File: src/rtl/timeoutWindowPkg.sv
package timeoutWindowPkg;

  // strobes from control to datapath
  typedef struct packed {
    logic load;   // capture configuration, restart counting
    logic clear;  // zero the counters
    logic count;  // advance the prescaler
  } ctlStrobes_t;

  // log2 of the factor chosen by each code
  function automatic int unsigned factorShift(input logic [2:0] code);
    case (code)
      3'd0:    return 0;
      3'd1:    return 4;
      3'd2:    return 7;
      3'd3:    return 8;
      3'd4:    return 10;
      3'd5:    return 12;
      3'd6:    return 16;
      default: return 20;
    endcase
  endfunction

endpackage

File: src/rtl/timeoutDatapath.sv
module timeoutDatapath
  import timeoutWindowPkg::*;
#(
  parameter int CYC_W  = 4,
  parameter int CODE_W = 3,
  parameter int PRE_W  = 20
) (
  input  logic              clk,
  input  logic              rstN,
  input  ctlStrobes_t       ctl,
  input  logic [CYC_W-1:0]  cfgCycles,
  input  logic [CODE_W-1:0] cfgCode,
  output logic              tick,
  output logic              lastTick
);

  localparam logic [CYC_W-1:0] ONE_CYC = CYC_W'(1);

  logic [PRE_W-1:0] preCnt;
  logic [PRE_W-1:0] preMask;
  logic [PRE_W-1:0] loadMask;
  logic [CYC_W-1:0] downCnt;

  // terminal value of the prescaler for the requested factor
  always_comb begin
    loadMask = (PRE_W'(1) << factorShift(3'(cfgCode))) - PRE_W'(1);
  end

  assign tick     = ctl.count && (preCnt == preMask);
  assign lastTick = tick && (downCnt <= ONE_CYC);

  always_ff @(posedge clk or negedge rstN) begin
    if (!rstN) begin
      preCnt  <= '0;
      preMask <= '0;
      downCnt <= '0;
    end else if (ctl.load) begin
      preCnt  <= '0;
      preMask <= loadMask;
      downCnt <= cfgCycles;
    end else if (ctl.clear) begin
      preCnt  <= '0;
      downCnt <= '0;
    end else if (ctl.count) begin
      if (tick) begin
        preCnt <= '0;
        if (downCnt != '0) downCnt <= downCnt - ONE_CYC;
      end else begin
        preCnt <= preCnt + PRE_W'(1);
      end
    end
  end

endmodule

File: src/rtl/timeoutCtrl.sv
module timeoutCtrl
  import timeoutWindowPkg::*;
(
  input  logic        clk,
  input  logic        rstN,
  input  logic        startStrobe,
  input  logic        stopStrobe,
  input  logic        statusRead,
  input  logic        lastTick,
  output ctlStrobes_t ctl,
  output logic        busy,
  output logic        timeoutErr
);

  logic running;
  logic errFlag;
  logic expire;

  // start beats stop, stop beats expiry
  assign expire = running && lastTick && !startStrobe && !stopStrobe;

  always_comb begin
    ctl.load  = startStrobe;
    ctl.clear = !startStrobe && (stopStrobe || expire);
    ctl.count = running;
  end

  always_ff @(posedge clk or negedge rstN) begin
    if (!rstN) begin
      running <= 1'b0;
      errFlag <= 1'b0;
    end else begin
      if (startStrobe)                running <= 1'b1;
      else if (stopStrobe || expire)  running <= 1'b0;
      // a new expiry wins over a clearing read
      if (expire)                     errFlag <= 1'b1;
      else if (statusRead)            errFlag <= 1'b0;
    end
  end

  assign busy       = running;
  assign timeoutErr = errFlag;

endmodule

File: src/rtl/timeoutWindow.sv
module timeoutWindow
  import timeoutWindowPkg::*;
#(
  parameter int CYC_W  = 4,
  parameter int CODE_W = 3,
  parameter int PRE_W  = 20,
  localparam int CFG_W = CYC_W + CODE_W
) (
  input  logic             clk,
  input  logic             rstN,
  input  logic [CFG_W-1:0] cfgWord,
  input  logic             startStrobe,
  input  logic             stopStrobe,
  input  logic             statusRead,
  output logic             busy,
  output logic             timeoutErr
);

  ctlStrobes_t ctl;
  logic        tick;
  logic        lastTick;

  timeoutCtrl u_ctrl (
    .clk        (clk),
    .rstN       (rstN),
    .startStrobe(startStrobe),
    .stopStrobe (stopStrobe),
    .statusRead (statusRead),
    .lastTick   (lastTick),
    .ctl        (ctl),
    .busy       (busy),
    .timeoutErr (timeoutErr)
  );

  timeoutDatapath #(
    .CYC_W (CYC_W),
    .CODE_W(CODE_W),
    .PRE_W (PRE_W)
  ) u_dp (
    .clk      (clk),
    .rstN     (rstN),
    .ctl      (ctl),
    .cfgCycles(cfgWord[CYC_W-1:0]),
    .cfgCode  (cfgWord[CFG_W-1:CYC_W]),
    .tick     (tick),
    .lastTick (lastTick)
  );

endmodule

File: config.mk
export PLATFORM = sky130hd
export DESIGN_NAME = timeoutWindow
export DESIGN_NICKNAME = d
export VERILOG_FILES = /design/src/rtl/timeoutWindowPkg.sv /design/src/rtl/timeoutDatapath.sv /design/src/rtl/timeoutCtrl.sv /design/src/rtl/timeoutWindow.sv
export SDC_FILE = /design/constraint.sdc
export NUM_CORES = 1
export LEC_CHECK = 0
export ABC_AREA = 1
export ABC_CLOCK_PERIOD_IN_PS = 2900
export BUFFER_PORTS_ARGS = -buffer_cell sky130_fd_sc_hd__buf_2
export CORE_AREA = 3 3 104 106
export CTS_BUF_LIST = sky130_fd_sc_hd__clkbuf_8
export DETAILED_ROUTE_END_ITERATION = 6
export DIE_AREA = 0 0 107 109
export PLACE_DENSITY = 0.41
export SLEW_MARGIN = 20
export SYNTH_ARGS = -nofsm -noshare
export SYNTH_HDL_FRONTEND = slang
export SYNTH_HIERARCHICAL = 1
export SYNTH_SLANG_ARGS = --single-unit
File: constraint.sdc
create_clock -name clk -period 2.9 [get_ports clk]
set_clock_uncertainty 0.1 [all_clocks]
set_input_delay 0.435 -clock clk [delete_from_list [all_inputs] [get_ports clk]]
set_output_delay 0.435 -clock clk [all_outputs]
set_load 0.005 [all_outputs]
==> results of run 1 <==
-- per-layer routing --
metal / wire (µm) / part of all wire / GRT usage / vias up
met5: 0 / 0 / 0 / -
met4: 149 / 0.018 / 0.0475 / 0
met3: 432 / 0.051 / 0.0261 / 11
met2: 3760 / 0.45 / 0.248 / 61
met1: 4100 / 0.49 / 0.218 / 1182
li1: - / - / - / 1367
-- how the worst max path moves through the flow --
| stage | from | to | slack, ns | cells after the start |
|---|---|---|---|---|
| 6_report | u_dp/preCnt[8] | u_dp/preCnt[14] | 0.26 | 18 |
| 5_1_grt | u_dp/preCnt[17] | u_dp/preCnt[14] | -0.0007 | 17 |
| 4_1_cts | u_dp/preCnt[0] | u_dp/preCnt[14] | 0.14 | 18 |
| 3_5_place_dp | u_dp/preCnt[0] | u_dp/preCnt[14] | 0.18 | 18 |
| 3_3_place_gp | u_dp/preCnt[0] | u_dp/preCnt[14] | 0.20 | 17 |
| 2_1_floorplan | u_dp/preCnt[13] | u_dp/preCnt[14] | 0.45 | 15 |
-- flip-flops by register name (all words and copies together), names as in the netlist --
register / cells
u_dp/downCnt: 4
u_ctrl/busy: 1
u_dp/preCnt: 20
u_ctrl/timeoutErr: 1
u_dp/preMask: 20
-- power breakdown --
part | internal, µW | leakage [µW] | switching, µW | total, µW
Clock | 254 | 0.0000556 | 241 | 495
Sequential | 684 | 0.000588 | 38.9 | 723
Combinational | 92.6 | 0.000982 | 174 | 267
-- stage by stage --
| step | power, µW | area, µm² | setup WS (ns) |
|---|---|---|---|
| 6_report | 1490 | 3320 | 0.255 |
| 3_3_place_gp | 1010 | 3190 | 0.203 |
| 2_1_floorplan | 914 | 2960 | 0.452 |
| 3_5_place_dp | 1000 | 3190 | 0.181 |
| 4_1_cts | 1510 | 3300 | 0.135 |
| 5_1_grt | 1590 | 3320 | -0.000740 |
-- final cells by class --
class	count	area share
multi-input combinational	304	0.455
sequential	46	0.349
inverter	65	0.0734
tap	133	0.0501
timing repair buffer	20	0.0391
clock buffer	5	0.0207
clock inverter	3	0.0124
-- repair_timing --
| item | in CTS | in global routing |
|---|---|---|
| gates resized for setup | 0 | 10 |
| hold buffers | 0 | 0 |
| setup buffers | 0 | 1 |
| setup endpoints to repair | 0 | 5 |
==> flow_metrics.tcl, run 1 <==
set metrics [dict create \
    status "finished with violations" \
    failed_checks "negative hold slack" \
    rows 36 \
    path_delay_family "simple AND/OR/NAND/NOR gates" \
    htree_levels 2 \
    die-area_um2 11700 \
    cts_max_path_buffers 2 \
    multi_input_area_um2 1510 \
    vias 2621 \
    cpMaxStageDelayCell "dfrtp_1" \
    first_iter_violations 137 \
    fin_nets 459 \
    cp_data_required_time_ns 3.00 \
    place_inst 567 \
    hold_path.class "in -> async" \
    ios 14 \
    synth.avg_cell_area_um2 6.99 \
    yosys_warnings 6 \
    wl_um 8440 \
    drive_gt1_frac 0.158 \
    drv_cap 0 \
    synth_fp_nets 440 \
    clk_pin_slew_worst_paths_ns 0.09 \
    pwr_density_cell_nw_per_um2 447 \
    synth.cell_area_um2 2960 \
    fp.dieH_um 109 \
    reg2regPathDepth 18 \
    antenna_found_initial 0 \
    fmax_ghz 0.378 \
    final_antenna_net_count 0 \
    end_kind "flip-flop" \
    crit_type "reg -> reg" \
    whs_ns -0.00190 \
    cp-start-kind "flip-flop" \
    seqCellArea_um2 1160 \
    grt_pass1_vias 2603 \
    fin_setup_tns_ns 0 \
    drc_errors 0 \
    grt_usage 0.156 \
    grt_pass1_wl_um 13900 \
    avgViaCountPerCell 4.55 \
    final_hold_viol_count 5 \
    cts.sinks 46 \
    grt_overflow 0 \
    r2r-start "u_dp/preCnt[8]" \
    cts_buffers 5 \
    ctsRootBufferMaster "clkbuf_8" \
    rrSetupSlack_ns 0.26 \
    slowest_delay_ns 0.50 \
    syn-instance-count 423 \
    fill_cells 1065 \
    final_cells 576 \
    layout_min_cycle_time_ns 2.64 \
    grt_start_max_net_pins 47 \
    placeableCoreArea_um2 9860 \
    cp_cell_sequence "inv_2 -> nand2_1 -> nand2_2 -> nor2_4 -> nand2_2 -> nor2_4 -> nand3_4 -> nor2_1 -> nand2_1 -> a21oi_1 -> buf_4 -> nor2_8 -> nand2_4 -> inv_2 -> nor2_2 -> nand3_1 -> o211ai_1 -> nor2_1" \
    setup_viol_count_final 0 \
    start_util 0.300 \
    fp.dieW_um 107 \
    wire_per_inst_um 14.6 \
    crit_buf_inv 3 \
    p_leak_uw 0.00163 \
    place_hpwl_um 6680 \
    dr.pass1.iters 4 \
    r2r_end "u_dp/preCnt[14]" \
    worstSkewPairLatency_ns 0.31 \
    critPathMaxFanout 9 \
    fin_crit_sh 0.912 \
    final_cell_mix "130 x nand2_1, 53 x inv_1, 50 x nor2_1" \
    area_growth_pct 12.5 \
    antennaDiodeCount 0 \
    maxSlewViolCount 0 \
    port_buffers 13 \
    layout_commonest_cell "nand2_1" \
    place_congestion 0.863 \
    cts_tree "done" \
    cp.arrival_ns 2.74 \
    final_util 0.337 \
    peakVddDrop_mv 0.195 \
]
Power figures use the tool's default switching activity.
==> run 2: changes to the inputs <==
--- a/config.mk
+++ b/config.mk
@@ -6,13 +6,13 @@
 export NUM_CORES = 1
 export LEC_CHECK = 0
 export ABC_AREA = 1
-export ABC_CLOCK_PERIOD_IN_PS = 2900
+export ABC_CLOCK_PERIOD_IN_PS = 2200
 export BUFFER_PORTS_ARGS = -buffer_cell sky130_fd_sc_hd__buf_2
 export CORE_AREA = 3 3 104 106
 export CTS_BUF_LIST = sky130_fd_sc_hd__clkbuf_8
 export DETAILED_ROUTE_END_ITERATION = 6
 export DIE_AREA = 0 0 107 109
-export PLACE_DENSITY = 0.41
+export PLACE_DENSITY = 0.43
 export SLEW_MARGIN = 20
 export SYNTH_ARGS = -nofsm -noshare
 export SYNTH_HDL_FRONTEND = slang
==> constraint.sdc (replaced) <==
create_clock -name clk -period 2.2 [get_ports clk]
set_clock_uncertainty 0.1 [all_clocks]
set_input_delay 0.33 -clock clk [delete_from_list [all_inputs] [get_ports clk]]
set_output_delay 0.33 -clock clk [all_outputs]
set_load 0.005 [all_outputs]
==> flow_metrics.tcl, run 2 (synthesized netlist as in run 1, its figures left out) <==
set metrics [dict create \
    crit_type "reg -> reg" \
    die-area_um2 11700 \
    cts_max_path_buffers 2 \
    fin_nets 542 \
    cts.sinks 46 \
    drv_cap 0 \
    grt_pass1_wl_um 15200 \
    final_cells 659 \
    pwr_density_cell_nw_per_um2 499 \
    critPathMaxFanout 5 \
    cp_cell_sequence "inv_1 -> nand2_1 -> nand2_1 -> nor2_1 -> nand2_1 -> nor2_4 -> nand3_4 -> nor2_4 -> nand2_2 -> a21oi_4 -> nor2_8 -> nand2_4 -> buf_4 -> nand2_1 -> o21ai_1 -> nand2_1 -> nor2_2" \
    final_antenna_net_count 0 \
    ctsRootBufferMaster "clkbuf_8" \
    place_inst 649 \
    final_cell_mix "117 x nand2_1, 87 x buf_4, 49 x inv_1" \
    slowest_delay_ns 0.43 \
    first_iter_violations 114 \
    worst_pin_slew_ns 0.609 \
    rows 36 \
    setup_viol_count_final 16 \
    fin_ws_ns -0.136 \
    place_area_um2 3840 \
    relSlewSlack 0.594 \
    whs_ns 0.158 \
    fp.dieH_um 109 \
    vias 2949 \
    dr.pass1.iters 4 \
    wl_um 9360 \
    grt_pass1_vias 2938 \
    layout_commonest_cell "nand2_1" \
    failed_checks "negative setup slack" \
    cts_buffers 5 \
    cp-start-kind "flip-flop" \
    antenna_found_initial 0 \
    post-place-ws_ns -0.293 \
    grt_setup_unrepaired "yes" \
    end_kind "flip-flop" \
    layout_min_cycle_time_ns 2.34 \
    rrSetupSlack_ns -0.14 \
    fin_crit_sh 1.06 \
    port_buffers 13 \
    grt_start_max_net_pins 34 \
    wire_per_inst_um 14.2 \
    p_leak_uw 0.00203 \
    fp.dieW_um 107 \
    cpMaxStageDelayCell "dfrtp_1" \
    cp.arrival_ns 2.48 \
    final_util 0.415 \
    area_growth_pct 38.4 \
    place_hpwl_um 7590 \
    cts_tree "done" \
    antennaDiodeCount 0 \
    start_util 0.300 \
    worstSkewPairLatency_ns 0.31 \
    fill_cells 1044 \
    reg_top3 "u_dp/preCnt x20, u_dp/preMask x20, u_dp/downCnt x4" \
    peakVddDrop_mv 0.276 \
    ios 14 \
    drc_errors 0 \
    drive_gt1_frac 0.342 \
    grt_usage 0.172 \
    grt_overflow 0 \
    hold_path.class "in -> reg" \
    final_hold_viol_count 0 \
    crit_top_cell "nand2_1" \
    placeableCoreArea_um2 9860 \
    avgViaCountPerCell 4.47 \
    fmax_ghz 0.428 \
    multi_input_area_um2 1660 \
    htree_levels 2 \
    maxSlewViolCount 0 \
    clk_pin_slew_worst_paths_ns 0.10 \
    seqCellArea_um2 1150 \
    place_congestion 0.887 \
    status "finished with violations" \
    cp_data_required_time_ns 2.35 \
    fin_area_um2 4090 \
]
==> run 2: power breakdown <==
group / switching, µW / internal, µW / total, µW
clock: 324 / 260 / 583
sequential: 41.0 / 901 / 942
combinational: 286 / 228 / 515
total: 651 / 1390 / 2040
==> run 2: per-stage QoR <==
step	TNS [ns]	total power, µW
global route	-4.33	2180
CTS	-0.401	2070
global placement	-2.44	1450
floorplan	-0.00831	1210
detailed placement	-2.54	1460
finish	-0.821	2040
==> run 2: cell type report <==
class | count | share of cell area
flip-flops and latches | 46 | 0.282
clock buffers | 6 | 0.0202
clock inverters | 2 | 0.00398
inverters | 65 | 0.0609
repair buffers | 103 | 0.186
multi-input cells | 304 | 0.407
well taps | 133 | 0.0407
==> run 2: critical path, delay by kind of cell, from the launching register on <==
kind / cells / cell delay (ns)
AO/OA/AOI/OAI: 2 / 0.38
AND/OR/NAND/NOR: 13 / 1.15
buffers and inverters: 2 / 0.21
flip-flops: 1 / 0.43
==> run 2: timing repair <==
item	CTS	global route
hold buffers	1	0
cloned	0	0
setup endpoints to repair	24	24
setup buffers	1	0
pin swaps	5	8
gates resized for setup	21	21
endpoints found under the hold margin	22	0
==> run 2: path summary, 6_finish.rpt <==
path	startpoint	to	cells after the start
min in group asynchronous	rstN	u_dp/preCnt[2]	2
max reg2reg	u_dp/preCnt[1]	u_dp/preCnt[7]	17
max in group asynchronous	rstN	u_dp/preCnt[9]	3
min reg2reg	u_ctrl/timeoutErr	u_ctrl/timeoutErr	2
min	statusRead	u_ctrl/timeoutErr	4
max	u_dp/preCnt[1]	u_dp/preCnt[7]	17
==> run 2: layer usage <==
metal | share of wire | track usage | routed length (µm)
met5 | 0 | 0 | 0
met4 | 0.024 | 0.0557 | 228
met3 | 0.020 | 0.0261 | 188
met2 | 0.43 | 0.262 | 4040
met1 | 0.52 | 0.250 | 4900
==> run 3: changes to the inputs <==
--- a/config.mk
+++ b/config.mk
@@ -10,9 +10,11 @@
 export BUFFER_PORTS_ARGS = -buffer_cell sky130_fd_sc_hd__buf_2
 export CORE_AREA = 3 3 104 106
 export CTS_BUF_LIST = sky130_fd_sc_hd__clkbuf_8
+export CTS_CLUSTER_SIZE = 12
 export DETAILED_ROUTE_END_ITERATION = 6
 export DIE_AREA = 0 0 107 109
 export PLACE_DENSITY = 0.43
+export SETUP_SLACK_MARGIN = 0.2
 export SLEW_MARGIN = 20
 export SYNTH_ARGS = -nofsm -noshare
 export SYNTH_HDL_FRONTEND = slang
==> flow_metrics.tcl, run 3 (synthesized netlist as in run 1, its figures left out) <==
set metrics [dict create \
    die-area_um2 11700 \
    place_hpwl_um 7200 \
    fin_nets 553 \
    cp.arrival_ns 2.39 \
    critPathMaxFanout 5 \
    port_buffers 13 \
    start_util 0.300 \
    setup_viol_count_final 21 \
    whs_ns 0.147 \
    antennaDiodeCount 0 \
    cts_buffers 5 \
    power.switching_uw 665 \
    antenna_found_initial 0 \
    fp.dieW_um 107 \
    cpMaxStageDelayCell "dfrtp_1" \
    hold_path.class "in -> reg" \
    wire_per_inst_um 13.7 \
    peakVddDrop_mv 0.344 \
    combPwrFrac 0.281 \
    drive_gt1_frac 0.400 \
    final_cells 670 \
    grt_pass1_wl_um 15100 \
    cts_max_path_buffers 2 \
    grt_start_max_net_pins 47 \
    crit_type "reg -> reg" \
    slowest_delay_ns 0.39 \
    layout_min_cycle_time_ns 2.29 \
    p_sw_frac 0.324 \
    final_hold_viol_count 0 \
    cts.sinks 46 \
    grt_setup_unrepaired "yes" \
    avgViaCountPerCell 4.47 \
    layout_commonest_cell "nand2_1" \
    htree_levels 2 \
    rows 36 \
    cp-start-kind "flip-flop" \
    fp.dieH_um 109 \
    grt_pass1_vias 2959 \
    wl_um 9200 \
    drc_errors 0 \
    fin_ws_ns -0.0878 \
    fin_crit_sh 1.04 \
    first_iter_violations 144 \
    final_cell_mix "106 x nand2_1, 86 x buf_4, 46 x inv_1" \
    p_leak_uw 0.00211 \
    placeableCoreArea_um2 9860 \
    ios 14 \
    place_inst 646 \
    sequentialPowerShare 0.461 \
    cp_cell_sequence "buf_4 -> nand2_2 -> nand2_2 -> nor2_4 -> nand2_2 -> nor2_4 -> nand3_4 -> nor2_4 -> nand2_2 -> a21oi_4 -> nor2_8 -> nand2_8 -> inv_8 -> nor2_4 -> nand3_4 -> o211ai_1 -> nor2_1" \
    reg_top3 "u_dp/preCnt x20, u_dp/preMask x20, u_dp/downCnt x4" \
    status "finished with violations" \
    failed_checks "negative setup slack" \
    pwr_density_cell_nw_per_um2 475 \
    internal-power_uw 1390 \
    cp_data_required_time_ns 2.30 \
    fmax_ghz 0.437 \
    end_kind "flip-flop" \
    ctsRootBufferMaster "clkbuf_8" \
    dr.pass1.iters 4 \
    worstSkewPairLatency_ns 0.31 \
    grt_usage 0.170 \
    vias 2992 \
    cts_tree "done" \
    area_growth_pct 46.3 \
    grt_overflow 0 \
    drv_cap 0 \
    clk_pin_slew_worst_paths_ns 0.09 \
    place_congestion 0.841 \
    final_antenna_net_count 0 \
    clock_power_share 0.259 \
    maxSlewViolCount 0 \
]
-- run 3: cell count changes in the layout (fill, tap and decap cells not counted), moves of 5 or more --
cell / previous run / this run
buf_6: 1 / 12
nand2_1: 117 / 106
nand2_2: 18 / 25
nor2_2: 4 / 10
nor2_1: 44 / 39
-- run 3: metal layers --
layer,wire length (µm),track usage
met2,4090,0.262
met4,130,0.0466
met1,4680,0.244
met3,298,0.0302
met5,0,0
-- run 3: per-stage QoR --
step	worst slack (ns)	total power [µW]	util	area (µm²)	setup TNS, ns
finish	-0.0878	2050	0.438	4320	-0.714
floorplan	0.0121	1210	-	3020	0
global route	-0.257	2180	0.438	4320	-4.17
global placement	-0.149	1450	0.389	3840	-1.62
detailed placement	-0.162	1450	0.389	3840	-2.15
CTS	-0.0466	2040	0.421	4150	-0.132
-- run 3: timing repair --
action                                 CTS  global route
setup endpoints to repair               24            24
gates resized for setup                 48            40
endpoints found under the hold margin   46             0
pin swaps                               15            25
hold buffers                             1             0
setup buffers                            6             9
cloned                                   0             0
-- run 3: worst paths after layout --
check	to	slack, ns	depth (start not counted)	startpoint
worst min-delay path	u_ctrl/timeoutErr	0.15	4	statusRead
max in group asynchronous	u_dp/preCnt[12]	1.33	3	rstN
worst max register to register	u_dp/preCnt[14]	-0.09	17	u_dp/preMask[10]
worst max-delay path	u_dp/preCnt[14]	-0.09	17	u_dp/preMask[10]
min in group asynchronous	u_dp/preCnt[1]	0.43	3	rstN
worst min register to register	u_ctrl/timeoutErr	0.40	2	u_ctrl/timeoutErr
-- run 3: worst max-delay path: cells and delay by family, from the launching register on --
family | cells | cell delay, ns
compound gates | 2 | 0.39
simple gates | 13 | 1.12
buf+inv | 2 | 0.19
flops | 1 | 0.39
-- run 3: power by group through the flow --
stage,clock network [µW],logic (µW),registers [µW]
global route,588,644,952
global placement,0,489,958
detailed placement,0,488,959
CTS,548,548,943
finish,531,576,945
floorplan,0,260,953
-- run 3: layout make-up --
type	count	area, µm²
clock buffer	5	68.8
clock inverter	3	17.5
fill	1019	5540
inverter	65	259
multi-input combinational	304	1760
sequential	46	1160
tap	133	166
timing repair buffer	114	891
